$ cat config.mk
export PLATFORM = sky130hd
export DESIGN_NAME = vif_lr_ctrl
export DESIGN_NICKNAME = d
export VERILOG_FILES = /design/src/rtl/vlr_pkg.sv /design/src/rtl/vlr_lr_status.sv /design/src/rtl/vlr_apr_prio.sv /design/src/rtl/vlr_rd_mux.sv /design/src/rtl/vif_lr_ctrl.sv
export SDC_FILE = /design/constraint.sdc
export NUM_CORES = 1
export LEC_CHECK = 0
export BUFFER_PORTS_ARGS = -buffer_cell sky130_fd_sc_hd__buf_4
export CORE_MARGIN = 1
export CORE_UTILIZATION = 48
export CTS_CLUSTER_DIAMETER = 80
export CTS_CLUSTER_SIZE = 20
export DETAILED_ROUTE_END_ITERATION = 7
export PLACE_DENSITY_LB_ADDON = 0.2
export SLEW_MARGIN = 20
export SYNTH_ARGS = -nofsm -noshare
export SYNTH_HDL_FRONTEND = slang
export SYNTH_SLANG_ARGS = --single-unit
$ cat constraint.sdc
create_clock -name clk -period 2.7 [get_ports clk]
set_clock_uncertainty 0.1 [all_clocks]
set_input_delay 0.27 -clock clk [delete_from_list [all_inputs] [get_ports clk]]
set_output_delay 0.27 -clock clk [all_outputs]
set_load 0.05 [all_outputs]
$ cat src/rtl/vlr_pkg.sv
package vlr_pkg;

    // register offsets of the fixed part of the map
    localparam int OFS_CTL    = 'h000;
    localparam int OFS_TYPE   = 'h004;
    localparam int OFS_VMC    = 'h008;
    localparam int OFS_APR    = 'h00C;
    localparam int OFS_EOI_LO = 'h020;
    localparam int OFS_EOI_HI = 'h024;
    localparam int OFS_EMP_LO = 'h030;
    localparam int OFS_EMP_HI = 'h034;

    // list-register window: 64 word slots
    localparam int LR_SLOTS   = 64;
    localparam int LR_IDX_W   = 6;
    localparam int LR_SPAN    = LR_SLOTS * 4;

    // raise a 3-bit binary point to its floor
    function automatic logic [2:0] bp_floor(input logic [2:0] val, input logic [2:0] floor_v);
        return (val < floor_v) ? floor_v : val;
    endfunction

endpackage

$ cat src/rtl/vlr_lr_status.sv
module vlr_lr_status #(
    parameter int NUM_LR    = 4,
    parameter int STATE_LSB = 28,
    parameter int HW_BIT    = 31,
    parameter int EOI_BIT   = 19
) (
    input  logic                   clk,
    input  logic                   rst_n,
    input  logic [NUM_LR-1:0][31:0] lr_i,
    output logic [63:0]            empty_o,
    output logic [63:0]            eoi_o
);
    for (genvar g = 0; g < vlr_pkg::LR_SLOTS; g++) begin : g_slot
        if (g < NUM_LR) begin : g_impl
            logic idle_st;
            logic hw_f;
            logic eoi_f;
            assign idle_st    = (lr_i[g][STATE_LSB+1:STATE_LSB] == 2'b00);
            assign hw_f       = lr_i[g][HW_BIT];
            assign eoi_f      = lr_i[g][EOI_BIT];
            assign empty_o[g] = idle_st & (hw_f | ~eoi_f);
            assign eoi_o[g]   = idle_st & ~hw_f & eoi_f;
        end else begin : g_pad
            assign empty_o[g] = 1'b0;
            assign eoi_o[g]   = 1'b0;
        end
    end

    // an entry is never both free and awaiting maintenance
    map_disjoint_chk: assert property (@(posedge clk) disable iff (!rst_n)
        (empty_o & eoi_o) == 64'd0);

    // a slot above the implemented count never reports
    if (NUM_LR < vlr_pkg::LR_SLOTS) begin : g_pad_chk

        pad_zero_chk: assert property (@(posedge clk) disable iff (!rst_n)
            (empty_o[63:NUM_LR] == '0) && (eoi_o[63:NUM_LR] == '0));
    end
endmodule

$ cat src/rtl/vlr_apr_prio.sv
module vlr_apr_prio #(
    parameter int APR_W = 32
) (
    input  logic             clk,
    input  logic             rst_n,
    input  logic [APR_W-1:0] apr_i,
    output logic [7:0]       prio_o
);
    localparam logic [7:0] IDLE = 8'hFF;
    localparam int         STEP = 256 / APR_W;

    always_comb begin
        prio_o = IDLE;
        for (int i = APR_W - 1; i >= 0; i--) begin
            if (apr_i[i]) prio_o = 8'(i * STEP);
        end
    end


    idle_iff_empty_chk: assert property (@(posedge clk) disable iff (!rst_n)
        (apr_i == '0) == (prio_o == IDLE));

    // the reported group's bit is set
    grp_bit_set_chk: assert property (@(posedge clk) disable iff (!rst_n)
        (prio_o != IDLE) |-> apr_i[prio_o / 8'(STEP)]);
endmodule

$ cat src/rtl/vlr_rd_mux.sv
module vlr_rd_mux #(
    parameter int ADDR_W = 12,
    parameter int NUM_LR = 4
) (
    input  logic [ADDR_W-1:0]                  addr_i,
    input  logic                               lr_ok_i,
    input  logic [vlr_pkg::LR_IDX_W-1:0]       lr_idx_i,
    input  logic [31:0]                        ctl_i,
    input  logic [31:0]                        type_i,
    input  logic [31:0]                        vmc_i,
    input  logic [31:0]                        apr_i,
    input  logic [63:0]                        empty_i,
    input  logic [63:0]                        eoi_i,
    input  logic [NUM_LR-1:0][31:0]            lr_i,
    output logic [31:0]                        rdata_o
);
    import vlr_pkg::*;

    localparam logic [ADDR_W-1:0] A_CTL    = ADDR_W'(OFS_CTL);
    localparam logic [ADDR_W-1:0] A_TYPE   = ADDR_W'(OFS_TYPE);
    localparam logic [ADDR_W-1:0] A_VMC    = ADDR_W'(OFS_VMC);
    localparam logic [ADDR_W-1:0] A_APR    = ADDR_W'(OFS_APR);
    localparam logic [ADDR_W-1:0] A_EOI_LO = ADDR_W'(OFS_EOI_LO);
    localparam logic [ADDR_W-1:0] A_EOI_HI = ADDR_W'(OFS_EOI_HI);
    localparam logic [ADDR_W-1:0] A_EMP_LO = ADDR_W'(OFS_EMP_LO);
    localparam logic [ADDR_W-1:0] A_EMP_HI = ADDR_W'(OFS_EMP_HI);

    logic [31:0] lr_word;

    always_comb begin
        lr_word = '0;
        for (int i = 0; i < NUM_LR; i++) begin
            if (lr_idx_i == LR_IDX_W'(i)) lr_word = lr_i[i];
        end
    end

    always_comb begin
        rdata_o = '0;
        if (lr_ok_i) begin
            rdata_o = lr_word;
        end else begin
            unique case (addr_i)
                A_CTL:    rdata_o = ctl_i;
                A_TYPE:   rdata_o = type_i;
                A_VMC:    rdata_o = vmc_i;
                A_APR:    rdata_o = apr_i;
                A_EOI_LO: rdata_o = eoi_i[31:0];
                A_EOI_HI: rdata_o = eoi_i[63:32];
                A_EMP_LO: rdata_o = empty_i[31:0];
                A_EMP_HI: rdata_o = empty_i[63:32];
                default:  rdata_o = '0;
            endcase
        end
    end
endmodule

$ cat src/rtl/vif_lr_ctrl.sv
module vif_lr_ctrl #(
    parameter int          NUM_LR    = 4,
    parameter int          ADDR_W    = 12,
    parameter int          LR_BASE   = 'h100,
    parameter int          STATE_LSB = 28,
    parameter int          HW_BIT    = 31,
    parameter int          EOI_BIT   = 19,
    parameter int          MIN_BP    = 2,
    parameter int          MIN_ABP   = 3,
    parameter int          PRE_BITS  = 5,
    parameter logic [31:0] LR_WMASK  = 32'hFF88_1FFF,
    parameter logic [31:0] CTL_WMASK = 32'hF800_00FF
) (
    input  logic              clk,
    input  logic              rst_n,
    input  logic [ADDR_W-1:0] bus_addr,
    input  logic              bus_wr,
    input  logic [31:0]       bus_wdata,
    input  logic              bus_rd,
    output logic [31:0]       bus_rdata,
    output logic [7:0]        run_prio
);
    import vlr_pkg::*;

    localparam logic [ADDR_W-1:0] A_CTL    = ADDR_W'(OFS_CTL);
    localparam logic [ADDR_W-1:0] A_VMC    = ADDR_W'(OFS_VMC);
    localparam logic [ADDR_W-1:0] A_APR    = ADDR_W'(OFS_APR);
    localparam logic [ADDR_W-1:0] LR_LO    = ADDR_W'(LR_BASE);
    localparam logic [ADDR_W-1:0] LR_HI    = ADDR_W'(LR_BASE + LR_SPAN);
    localparam logic [2:0]        BP_MIN3  = 3'(MIN_BP);
    localparam logic [2:0]        ABP_MIN3 = 3'(MIN_ABP);
    localparam logic [LR_IDX_W:0] LR_CNT   = (LR_IDX_W + 1)'(NUM_LR);
    localparam logic [31:0]       TYPE_WORD = {16'd0, 1'b0, 3'(6 - MIN_BP), 1'b0,
                                               3'(PRE_BITS - 1), 2'b00, 6'(NUM_LR - 1)};

    typedef struct packed {
        logic [31:0]            ctl;
        logic [31:0]            apr;
        logic [9:0]             vctrl;
        logic [2:0]             bp;
        logic [2:0]             abp;
        logic [7:0]             pmask;
        logic [NUM_LR-1:0][31:0] lr;
        logic [31:0]            rdata;
    } st_t;

    st_t s_d, s_q;

    // list-register window decode
    logic [ADDR_W-1:0]   lr_off;
    logic                lr_zone;
    logic [LR_IDX_W-1:0] lr_idx;
    logic                lr_ok;

    assign lr_off  = bus_addr - LR_LO;
    assign lr_zone = (bus_addr >= LR_LO) && (bus_addr < LR_HI);
    assign lr_idx  = lr_off[LR_IDX_W+1:2];
    assign lr_ok   = lr_zone && (lr_off[1:0] == 2'b00) && ({1'b0, lr_idx} < LR_CNT);

    // derived views
    logic [63:0] empty_map;
    logic [63:0] eoi_map;
    logic [31:0] vmc_word;
    logic [31:0] rd_next;

    assign vmc_word = {6'd0, s_q.vctrl, 1'b0, s_q.abp, 1'b0, s_q.bp, 3'd0, s_q.pmask[7:3]};

    vlr_lr_status #(
        .NUM_LR   (NUM_LR),
        .STATE_LSB(STATE_LSB),
        .HW_BIT   (HW_BIT),
        .EOI_BIT  (EOI_BIT)
    ) u_status (
        .clk    (clk),
        .rst_n  (rst_n),
        .lr_i   (s_q.lr),
        .empty_o(empty_map),
        .eoi_o  (eoi_map)
    );

    vlr_apr_prio #(
        .APR_W(32)
    ) u_prio (
        .clk   (clk),
        .rst_n (rst_n),
        .apr_i (s_q.apr),
        .prio_o(run_prio)
    );

    vlr_rd_mux #(
        .ADDR_W(ADDR_W),
        .NUM_LR(NUM_LR)
    ) u_rdmux (
        .addr_i  (bus_addr),
        .lr_ok_i (lr_ok),
        .lr_idx_i(lr_idx),
        .ctl_i   (s_q.ctl),
        .type_i  (TYPE_WORD),
        .vmc_i   (vmc_word),
        .apr_i   (s_q.apr),
        .empty_i (empty_map),
        .eoi_i   (eoi_map),
        .lr_i    (s_q.lr),
        .rdata_o (rd_next)
    );

    always_comb begin
        s_d = s_q;
        if (bus_wr) begin
            if (lr_ok) begin
                for (int i = 0; i < NUM_LR; i++) begin
                    if (lr_idx == LR_IDX_W'(i)) s_d.lr[i] = bus_wdata & LR_WMASK;
                end
            end else if (bus_addr == A_CTL) begin
                s_d.ctl = bus_wdata & CTL_WMASK;
            end else if (bus_addr == A_VMC) begin
                s_d.vctrl = bus_wdata[25:16];
                s_d.abp   = bp_floor(bus_wdata[14:12], ABP_MIN3);
                s_d.bp    = bp_floor(bus_wdata[10:8], BP_MIN3);
                s_d.pmask = {bus_wdata[4:0], 3'b000};
            end else if (bus_addr == A_APR) begin
                s_d.apr = bus_wdata;
            end
        end
        if (bus_rd) s_d.rdata = rd_next;
    end

    always_ff @(posedge clk) begin
        if (!rst_n) begin
            s_q     <= '0;
            s_q.bp  <= BP_MIN3;
            s_q.abp <= ABP_MIN3;
        end else begin
            s_q <= s_d;
        end
    end

    assign bus_rdata = s_q.rdata;


    bp_floor_chk: assert property (@(posedge clk) disable iff (!rst_n)
        (s_q.bp >= BP_MIN3) && (s_q.abp >= ABP_MIN3));


    pmask_low_zero_chk: assert property (@(posedge clk) disable iff (!rst_n)
        s_q.pmask[2:0] == 3'b000);


    oob_read_zero_chk: assert property (@(posedge clk) disable iff (!rst_n)
        (bus_rd && lr_zone && !lr_ok) |=> (bus_rdata == 32'd0));


    oob_write_ignored_chk: assert property (@(posedge clk) disable iff (!rst_n)
        (bus_wr && lr_zone && !lr_ok) |=> (s_q.lr == $past(s_q.lr)));


    rdata_hold_chk: assert property (@(posedge clk) disable iff (!rst_n)
        !bus_rd |=> $stable(bus_rdata));
endmodule

==> results.txt, run 1 <==
----------------------------------------------------
[Outcome]
  Outcome ... finished with violations
  Failing checks ... DRC

[Placed design]
  Port Buffers ... 87
  Post-place instance area ... around 9600 sq um
  Final weighted congestion in routability-driven placement ... ~0.84
  Sum of net half-perimeters after detailed placement ... 17700 um
  Number of placed instances with taps included ... 1317
  Setup WS pre-CTS ... 0.299 ns

[STA]
  Minimum hold slack ... 0.0162 ns
  Sum Neg Setup Slack ... 0 ns
  Setup violations, final ... 0
  Number of pins with negative max-slew slack in the final report ... 0
  Worst slew pin tran ... around 0.70 ns
  Final setup slack of the worst path ... 0.179 ns
  Fraction of the cycle the final worst path needs ... 0.934
  Final number of hold-violating endpoints ... 0
  Max transition margin ... 0.534
  Final critical delay including setup and external delays ... 2.52 ns
  Fmax achieved ... 397 MHz
  Unrepaired setup endpoints after global routing ... false

[Synthesis]
  Number of different library cells in the post-synthesis netlist ... just over 60
  Total nets after synthesis ... 1125
  Async S/R FF share, synth ... 0
  Number of warnings printed during yosys synthesis ... 0
  Mapped Avg Cell Area ... a little over 8 sq um
  Most used DFF post-synth ... dfxtp_1
  Flops & latches, synth ... 190
  Number of synthesized flops with an enable pin ... 0
  Sequential fraction of the synthesis area ... 0.427
  Synthesized instance count ... approximately 1100
  Synthesized cell area ... approximately 8900 sq um

[CTS]
  Htree depth ... 4
  Clk Tree Root Cell ... clkbuf_16
  Clock latency on the worst-skew pair ... 0.44 ns
  Clock tree from TritonCTS ... done
  Resized Gates After CTS ... 0
  Number of buffers created by CTS ... 17
  Buffer levels on the longest clock path ... 2
  # clock sinks ... 190
  Clock-pin slew reported for the worst setup and hold paths after clock tree synthesis ... ~0.070 ns

[Setup path]
  Worst path buffer plus inverter count ... 1
  Max Fanout on Critical Path ... 7
  Worst endpoint required time ... 2.33 ns
  CP max-delay cell ... nor4_1
  WP data arrival ... 2.15 ns
  Capture instance of the worst register-to-register path ... bus_rdata[3]
  Crit path capture type ... output port
  Startpoint of the most critical setup path ... s_q[186]
  Category of cells accounting for the largest share of critical-path delay ... simple AND/OR/NAND/NOR gates
  Last element of the critical path ... run_prio[2]
  CP Depth ... 5
  CP startpoint kind ... register
  Kind of critical path ... register to output port
  Critical path, cell by cell ... nor4_1 -> nand3_1 -> nor2b_4 -> nor4bb_4 -> buf_4
  Delay of the slowest critical-path stage ... 0.40 ns
  R2R setup slack ... 1.19 ns
  Reg2reg path depth ... 5
  Reg-to-Reg Start ... s_q[159]

[Flow run]
  Maximum capacitance violations ... 0

[Die]
  Die Footprint ... 19100 sq um
  Die Width ... 138 um
  Floorplan row count ... 49
  Initial core utilization ... 0.492
  CORE AREA ... 18100 sq um
  Y dimension of the die ... 138 um
  Boundary pin count ... 88

[Global route]
  Antenna violations before repair ... 0
  Overall overflow remaining after global route ... 0
  Largest net degree at the start of global routing ... 83
  Via count of the first global-routing pass ... 7181
  Overall Global Routing Usage ... 0.273
  First-pass GRT wire length ... 40400 um

[Cells and area]
  Post-route core utilization ... 0.566
  Area added between synthesis and finish ... 14.9%
  NumNets Final ... 1164
  Finished Layout Cells ... about 1400
  Fraction of final layout cells sized beyond drive strength 1 ... 0.231
  Antenna cell count ... 0
  Final Instance Area ... 10200 sq um

[Pwr]
  Power after layout ... 5.77 mW
  Maximum VDD drop ... between 0.3 and 0.4 mV
  Power per unit of standard cell area ... 565 nW/um^2
  Static leakage ... between 3 and 4 nW

[Routing]
  Number of iterations in the first detailed-routing pass ... 7
  Routed length per placed instance ... 18.9 um
  Wire length after detailed routing ... 25700 um
  First DRT Iteration DRCs ... just over 800
  Vias ... 7869
  Number of remaining DRC errors ... 9
  Remaining antenna violation count after routing ... 0
  Vias per std cell ... 5.79

[Worst hold path]
  Hold Path Class ... primary input to register
  Hold Path Depth ... 3

----------------------------------------------------
final cells by class:
| class | count | area, sq um |
|---|---|---|
| multi-input cells | 762 | 4390 |
| clock inverters | 15 | 161 |
| inverters | 9 | 38.8 |
| well taps | 229 | 287 |
| repair buffers | 136 | 1120 |
| fillers | 1661 | 7860 |
| clock buffers | 17 | 425 |
| flip-flops and latches | 190 | 3800 |
where the power goes:
group / internal, mW / switching (mW) / total [mW]
clock: 1.38 / 1.17 / 2.55
combinational: 0.132 / 0.272 / 0.404
sequential: 2.81 / 0.00942 / 2.82
total: 4.32 / 1.45 / 5.77
state kept, by name, summed over array words and instances, names as in the netlist:
| register | flops |
|---|---|
| s_q | 158 |
| bus_rdata | 32 |
metal layers:
metal / routed length (um) / up-vias / share of wire / global-route usage
li1: - / 3767 / - / -
met1: 11600 / 3763 / 0.45 / 0.385
met2: 11700 / 294 / 0.45 / 0.416
met3: 1660 / 45 / 0.065 / 0.0388
met4: 809 / 0 / 0.031 / 0.124
met5: 0 / - / 0 / 0
synth_stat cells, drive strengths merged, types with 6 or more instances:
library cell,n,share of area
a2111oi,7,0.012
a211oi,6,0.0051
a21oi,187,0.12
a221oi,15,0.016
a2bb2oi,7,0.0069
a31oi,6,0.0042
a32oi,9,0.0089
and3,6,0.0042
buf,74,0.060
clkbuf,42,0.018
dfxtp,190,0.43
inv,7,0.0030
mux2i,9,0.010
mux4,15,0.038
nand2,325,0.15
nand3,11,0.0062
nor2,40,0.017
nor2b,12,0.0084
nor3,17,0.011
nor4,12,0.016
o21ai,23,0.013
cell families (layout without fill, tap and decap cells):
kind of cell | after synthesis | after routing | synth area share
simple gates | 445 | 445 | 0.227
compound gates | 285 | 285 | 0.207
flops | 190 | 190 | 0.427
buf+inv | 125 | 177 | 0.0813
mux | 28 | 28 | 0.0531
xor+xnor | 4 | 4 | 0.00394
how the worst min path moves through the flow:
stage	slack, ns	startpoint	endpoint
after floorplan	0.30	bus_wdata[0]	s_q[184]
after global placement	0.34	s_q[73]	s_q[73]
after detailed placement	0.34	s_q[35]	s_q[35]
after CTS	0.009	bus_wdata[31]	s_q[127]
after global routing	0.02	bus_wdata[8]	s_q[192]
final	0.02	bus_wdata[31]	s_q[127]
worst min-delay path, cell delays in order:
cell     delay, ns
buf_4         0.14
nand2_1       0.06
a21oi_1       0.05
cell usage in the layout (no fill, tap or decap), types with 3 or more instances in the layout:
cell type / count
a32oi_1: 9
inv_1: 7
mux2i_1: 9
clkinvlp_4: 6
nor4_1: 7
a2111oi_2: 7
nand2b_1: 4
a211oi_1: 6
nor3_1: 15
mux4_2: 15
nor2_1: 40
nor2b_1: 11
dlygate4sd3_1: 9
a31oi_1: 6
o21ai_0: 23
clkbuf_16: 17
nand2_1: 295
and3_1: 6
nand2_2: 30
nor3b_1: 3
buf_4: 121
a221oi_1: 13
mux2_2: 4
inv_6: 5
o211ai_1: 4
a21oi_1: 157
nand4_1: 3
a2bb2oi_1: 7
buf_12: 6
xnor2_1: 4
dfxtp_1: 190
nand3_1: 11
a311oi_1: 4
a21oi_2: 30
nor4_4: 4
repair_timing:
item / in CTS / in global routing
setup buffers: 0 / 0
hold endpoints to repair: 16 / 0
hold buffers: 9 / 0
Note: power is estimated with default switching activity, not from simulation.
==> inputs of run 2 (changes only) <==
--- a/config.mk
+++ b/config.mk
@@ -11,7 +11,7 @@
 export CTS_CLUSTER_DIAMETER = 80
 export CTS_CLUSTER_SIZE = 20
 export DETAILED_ROUTE_END_ITERATION = 7
-export PLACE_DENSITY_LB_ADDON = 0.2
+export PLACE_DENSITY = 0.73
 export SLEW_MARGIN = 20
 export SYNTH_ARGS = -nofsm -noshare
 export SYNTH_HDL_FRONTEND = slang
==> run 2 against run 1 <==
Effect of this change:
- the flow still finishes with violations (DRC)
- die area is the same
- largest cell class unchanged
- utilization grew 0.17 points
- routed wire length grew 3.1%
- count of clock-buffer cells in the layout grew 1
- critical path depth is the same
- non-clock buffer count shrank 1
- setup slack gained 0.029 ns
==> results.txt, run 2 (synthesis gave the netlist of run 1 again) <==
----------------------------------------------------
[STA]
  Final number of hold-violating endpoints ... 0
  Setup violations, final ... 0
  Sum Neg Setup Slack ... 0 ns
  Fraction of the cycle the final worst path needs ... 0.923
  Worst slew pin tran ... 0.623 ns
  Max transition margin ... 0.583
  Final setup slack of the worst path ... 0.207 ns
  Final critical delay including setup and external delays ... 2.49 ns
  Fmax achieved ... approximately 400 MHz
  Unrepaired setup endpoints after global routing ... false
  Number of pins with negative max-slew slack in the final report ... 0

[Cells and area]
  Most common library cell in the layout ignoring fill and taps ... nand2_1
  NumNets Final ... 1163
  Finished Layout Cells ... 1356
  Area added between synthesis and finish ... 15.3%
  Sequential cell area ... about 3800 sq um
  Footprint of the multi-input gates ... 4390 sq um
  Antenna cell count ... 0
  Largest register FFs ... 158
  Final Instance Area ... about 10000 sq um
  Most used cells in the layout excluding fill and tap cells ... nand2_1 (295), dfxtp_1 (190), a21oi_1 (157)
  Fraction of final layout cells sized beyond drive strength 1 ... 0.230
  Most flop-heavy register ... s_q
  Count of filler cells inserted in the layout ... 1628

[Outcome]
  Outcome ... finished with violations
  Failing checks ... DRC

[Die]
  Die Footprint ... 19100 sq um
  Die Width ... 138 um
  CORE AREA ... about 18000 sq um
  Initial core utilization ... 0.492
  Boundary pin count ... about 90
  Floorplan row count ... 49
  Y dimension of the die ... about 140 um

[CTS]
  Post-CTS setup-driven buffer insertion count ... 0
  Clock tree from TritonCTS ... done
  Clock-pin slew reported for the worst setup and hold paths after clock tree synthesis ... 0.07 ns
  Number of buffers created by CTS ... 17
  Clk Tree Root Cell ... clkbuf_16
  Quantity of hold-fixing buffers added after cts ... 9
  Clock latency on the worst-skew pair ... 0.44 ns
  Htree depth ... 4
  Resized Gates After CTS ... 0
  # clock sinks ... 190
  Buffer levels on the longest clock path ... 2

[Worst hold path]
  End point of the worst hold path ... s_q[159]
  Hold Path Class ... primary input to register
  Hold Path Depth ... 3
  Worst hold path startpoint ... bus_wdata[31]

[Setup path]
  Crit path capture type ... output port
  Capture instance of the worst register-to-register path ... bus_rdata[3]
  Reg2reg path depth ... 5
  WP data arrival ... between 2 and 2.5 ns
  Worst endpoint required time ... 2.33 ns
  CP startpoint kind ... register
  R2R setup slack ... ~1.1 ns
  Max Fanout on Critical Path ... 5
  Reg-to-Reg Start ... s_q[159]
  Kind of critical path ... register to output port

[Global route]
  Largest net degree at the start of global routing ... 52
  Overall Global Routing Usage ... 0.280
  Met3 routing resource usage after global routing ... 0.0634
  Met1 GRT Util ... 0.377
  Via count of the first global-routing pass ... 7443
  Antenna violations before repair ... 0
  Global routing met2 resource utilization ... 0.445
  Layer carrying the most global-route usage ... met2
  Overall overflow remaining after global route ... 0
  First-pass GRT wire length ... 41700 um

[Placed design]
  Post-place instance area ... 9520 sq um
  Port Buffers ... 87
  Sum of net half-perimeters after detailed placement ... approximately 18000 um
  Setup WS pre-CTS ... 0.183 ns
  Number of placed instances with taps included ... 1316
  Final weighted congestion in routability-driven placement ... 0.916

[Pwr]
  Maximum VDD drop ... 0.466 mV
  Static leakage ... 3.51 nW
  Power per unit of standard cell area ... 587 nW/um^2

[Routing]
  First DRT Iteration DRCs ... 810
  Wire length after detailed routing ... 26500 um
  Vias per std cell ... 6.01
  Vias ... between 8000 and 9000
  Number of remaining DRC errors ... 11
  Number of iterations in the first detailed-routing pass ... 7
  Remaining antenna violation count after routing ... 0
  Routed length per placed instance ... 19.5 um

[Flow run]
  Maximum capacitance violations ... 0

----------------------------------------------------
-- run 2: changes by cell type in the layout (fill, tap and decap cells not counted) --
cell	change
inv_8	-1
bufinv_16	+3
buf_4	+1
clkinv_2	-1
clkinvlp_4	-2
clkbuf_8	+1
buf_12	-2
clkinv_4	+1
inv_6	-2
-- run 2: area by class of cell --
cell class / count / area share
clock inverters: 13 / 0.0206
repair buffers: 135 / 0.106
multi-input cells: 762 / 0.428
clock buffers: 18 / 0.0428
well taps: 229 / 0.0279
flip-flops and latches: 190 / 0.371
inverters: 9 / 0.00378
-- run 2: power breakdown --
group          internal, mW  leakage (nW)  switching [mW]
clock                  1.67         0.305            1.12
sequential             2.82          1.53          0.0115
combinational         0.130          1.67           0.274
total                  4.61          3.51            1.41
-- run 2: routing by layer --
metal | wire length (um) | vias to the layer above
met5 | 0 | -
met4 | 715 | 0
met3 | 2430 | 66
met2 | 12200 | 426
met1 | 11100 | 3892
li1 | - | 3763
-- run 2: worst max-delay path by stage --
stage | depth (start not counted) | end | startpoint | slack, ns
after global placement | 6 | s_q[217] | bus_addr[4] | 0.19
after floorplan | 5 | run_prio[1] | s_q[186] | 0.11
after CTS | 5 | run_prio[2] | s_q[186] | 0.18
after detailed placement | 6 | s_q[217] | bus_addr[4] | 0.18
final | 5 | run_prio[2] | s_q[192] | 0.21
after global routing | 5 | run_prio[2] | s_q[186] | 0.01
-- run 2: critical path, cell delays in order (launching register included) --
cell and delay [ns]:
dfxtp_1 0.38, nor4_1 0.36, and3_1 0.23, nor2b_4 0.16
nor4bb_4 0.28, buf_4 0.26
-- run 2: per-stage QoR --
stage | power [mW] | hold slack (ns) | util
after CTS | 6.03 | 0.0120 | 0.567
after global placement | 3.28 | 0.338 | 0.526
after detailed placement | 3.28 | 0.344 | 0.526
after global routing | 6.18 | 0.00877 | 0.567
final | 6.02 | 0.0210 | 0.567
after floorplan | 3.11 | 0.304 | -
==> inputs of run 3 (changes only) <==
--- a/config.mk
+++ b/config.mk
@@ -8,6 +8,7 @@
 export BUFFER_PORTS_ARGS = -buffer_cell sky130_fd_sc_hd__buf_4
 export CORE_MARGIN = 1
 export CORE_UTILIZATION = 48
+export CTS_BUF_LIST = sky130_fd_sc_hd__clkbuf_4 sky130_fd_sc_hd__clkbuf_8
 export CTS_CLUSTER_DIAMETER = 80
 export CTS_CLUSTER_SIZE = 20
 export DETAILED_ROUTE_END_ITERATION = 7
==> run 3 against run 2 <==
Effect of this change:
- the run still ends with DRC left
- total power decreased by 9.8%
- clock power decreased by 22%
- final cell count increased by 1.7%
- utilization rose by 0.25 points
- combinational power is 6.4% higher
- non-clock buffer count increased by 23
- first-iteration DRC count rose by 7.4%
- via count down 0.85%
- register-to-register slack about the same
- setup slack worse by 0.055 ns
- flip-flop and latch count stayed put
- maximum frequency fell by 2.2%
- highest routed layer unchanged
==> results.txt, run 3 (synthesis gave the netlist of run 1 again) <==
----------------------------------------------------
[Outcome]
  Outcome ... finished with violations
  Failing checks ... DRC

[Die]
  Die Footprint ... around 19000 sq um
  Initial core utilization ... 0.492
  Die Width ... 138 um
  Y dimension of the die ... 138 um
  CORE AREA ... 18100 sq um
  Boundary pin count ... 88
  Floorplan row count ... 49

[Worst hold path]
  Worst hold path startpoint ... rst_n
  End point of the worst hold path ... s_q[169]
  Hold Path Class ... primary input to register
  Hold Path Depth ... 2

[Cells and area]
  Count of filler cells inserted in the layout ... 1633
  Fraction of final layout cells sized beyond drive strength 1 ... 0.226
  Most common library cell in the layout ignoring fill and taps ... nand2_1
  Antenna cell count ... 0
  Sequential cell area ... 3800 sq um
  Area added between synthesis and finish ... 15.8%
  Most flop-heavy register ... s_q
  Footprint of the multi-input gates ... 4400 sq um
  NumNets Final ... 1186
  Largest register FFs ... 158
  Most used cells in the layout excluding fill and tap cells ... nand2_1 (295), dfxtp_1 (190), a21oi_1 (157)

[Setup path]
  Reg-to-Reg Start ... s_q[159]
  Kind of critical path ... register to output port
  Reg2reg path depth ... 5
  R2R setup slack ... around 1.2 ns
  WP data arrival ... between 2 and 2.5 ns
  Delay of the slowest critical-path stage ... between 0.3 and 0.4 ns
  Max Fanout on Critical Path ... 5
  Crit path capture type ... output port
  Capture instance of the worst register-to-register path ... bus_rdata[3]
  Worst endpoint required time ... 2.33 ns
  Critical path, cell by cell ... nor4_1 -> and3_1 -> nor2b_4 -> nor4bb_4 -> buf_4
  CP startpoint kind ... register
  CP max-delay cell ... dfxtp_1

[CTS]
  Clk Tree Root Cell ... clkbuf_8
  Clock latency on the worst-skew pair ... 0.48 ns
  Clock tree from TritonCTS ... done
  Number of buffers created by CTS ... 17
  Htree depth ... 4
  Buffer levels on the longest clock path ... 2
  Clock-pin slew reported for the worst setup and hold paths after clock tree synthesis ... 0.10 ns
  # clock sinks ... 190

[Pwr]
  Static leakage ... 3.52 nW
  Maximum VDD drop ... 0.356 mV
  Power per unit of standard cell area ... 527 nW/um^2

[Routing]
  Vias ... 8078
  First DRT Iteration DRCs ... 870
  Routed length per placed instance ... about 19 um
  Vias per std cell ... 5.86
  Number of remaining DRC errors ... 12
  Number of iterations in the first detailed-routing pass ... 7
  Remaining antenna violation count after routing ... 0
  Wire length after detailed routing ... 26400 um

[STA]
  Minimum hold slack ... 0.0617 ns
  Unrepaired setup endpoints after global routing ... false
  Final critical delay including setup and external delays ... 2.55 ns
  Fraction of the cycle the final worst path needs ... 0.944
  Worst slew pin tran ... 0.631 ns
  Final number of hold-violating endpoints ... 0
  Fmax achieved ... 393 MHz
  Final setup slack of the worst path ... 0.152 ns
  Sum Neg Setup Slack ... 0 ns
  Max transition margin ... 0.578
  Number of pins with negative max-slew slack in the final report ... 0
  Setup violations, final ... 0

[Placed design]
  Sum of net half-perimeters after detailed placement ... 17900 um
  Final weighted congestion in routability-driven placement ... 0.916
  Setup WS pre-CTS ... about 0.18 ns
  Port Buffers ... 87

[Global route]
  Global routing met2 resource utilization ... 0.436
  Met3 routing resource usage after global routing ... 0.0596
  Met1 GRT Util ... 0.377
  Overall overflow remaining after global route ... 0
  Via count of the first global-routing pass ... between 7000 and 8000
  Antenna violations before repair ... 0
  Overall Global Routing Usage ... 0.279
  Largest net degree at the start of global routing ... between 50 and 60
  First-pass GRT wire length ... 41400 um
  Layer carrying the most global-route usage ... met2

[Flow run]
  Maximum capacitance violations ... 0

----------------------------------------------------
-- run 3: cell types whose count changed in the layout (fill, tap and decap cells not counted) --
cell	previous run	this run
dlygate4sd3_1	9	32
nor4_1	7	6
clkbuf_16	17	0
clkbuf_8	1	18
nor4_2	1	2
-- run 3: how the worst max path moves through the flow --
stage,startpoint,to,depth (start not counted)
floorplan,s_q[186],run_prio[1],5
global placement,bus_addr[4],s_q[217],6
detailed placement,bus_addr[4],s_q[217],6
CTS,s_q[186],run_prio[2],5
global route,s_q[192],run_prio[2],5
finish,s_q[192],run_prio[2],5
-- run 3: cell type report --
cell class | instances | share of cell area
clock inverters | 13 | 0.0205
clock buffers | 18 | 0.0240
inverters | 9 | 0.00376
repair buffers | 158 | 0.128
multi-input cells | 762 | 0.427
well taps | 229 | 0.0278
flip-flops and latches | 190 | 0.369
-- run 3: where the power goes --
part | switching, mW | total (mW) | internal (mW)
clock | 1.05 | 2.17 | 1.13
sequential | 0.0114 | 2.83 | 2.81
combinational | 0.278 | 0.430 | 0.152
total | 1.34 | 5.43 | 4.09
-- run 3: layer usage --
layer,vias to the layer above,wire length (um),part of all wire
met5,-,0,0
li1,3800,-,-
met4,0,792,0.030
met1,3844,11400,0.43
met3,53,2120,0.080
met2,381,12100,0.46
-- run 3: worst max-delay path: cells and delay by family, from the launching register on --
kind	cells	cell delay, ns
buffers and inverters	1	0.26
and+or+nand+nor	4	1.04
DFF	1	0.39
-- run 3: stage by stage --
| step | cells | util | total power, mW | area [sq um] |
|---|---|---|---|---|
| floorplan | 1077 | - | 3.11 | 8920 |
| global placement | 1316 | 0.526 | 3.28 | 9520 |
| detailed placement | 1316 | 0.526 | 3.28 | 9520 |
| CTS | 1379 | 0.569 | 5.44 | 10300 |
| global route | 1379 | 0.570 | 5.58 | 10300 |
| finish | 1379 | 0.570 | 5.43 | 10300 |
-- run 3: timing repair --
item,CTS,global route
endpoints found under the setup margin,0,3
gates resized for setup,0,1
endpoints found under the hold margin,146,0
setup buffers,0,0
hold buffers,32,0
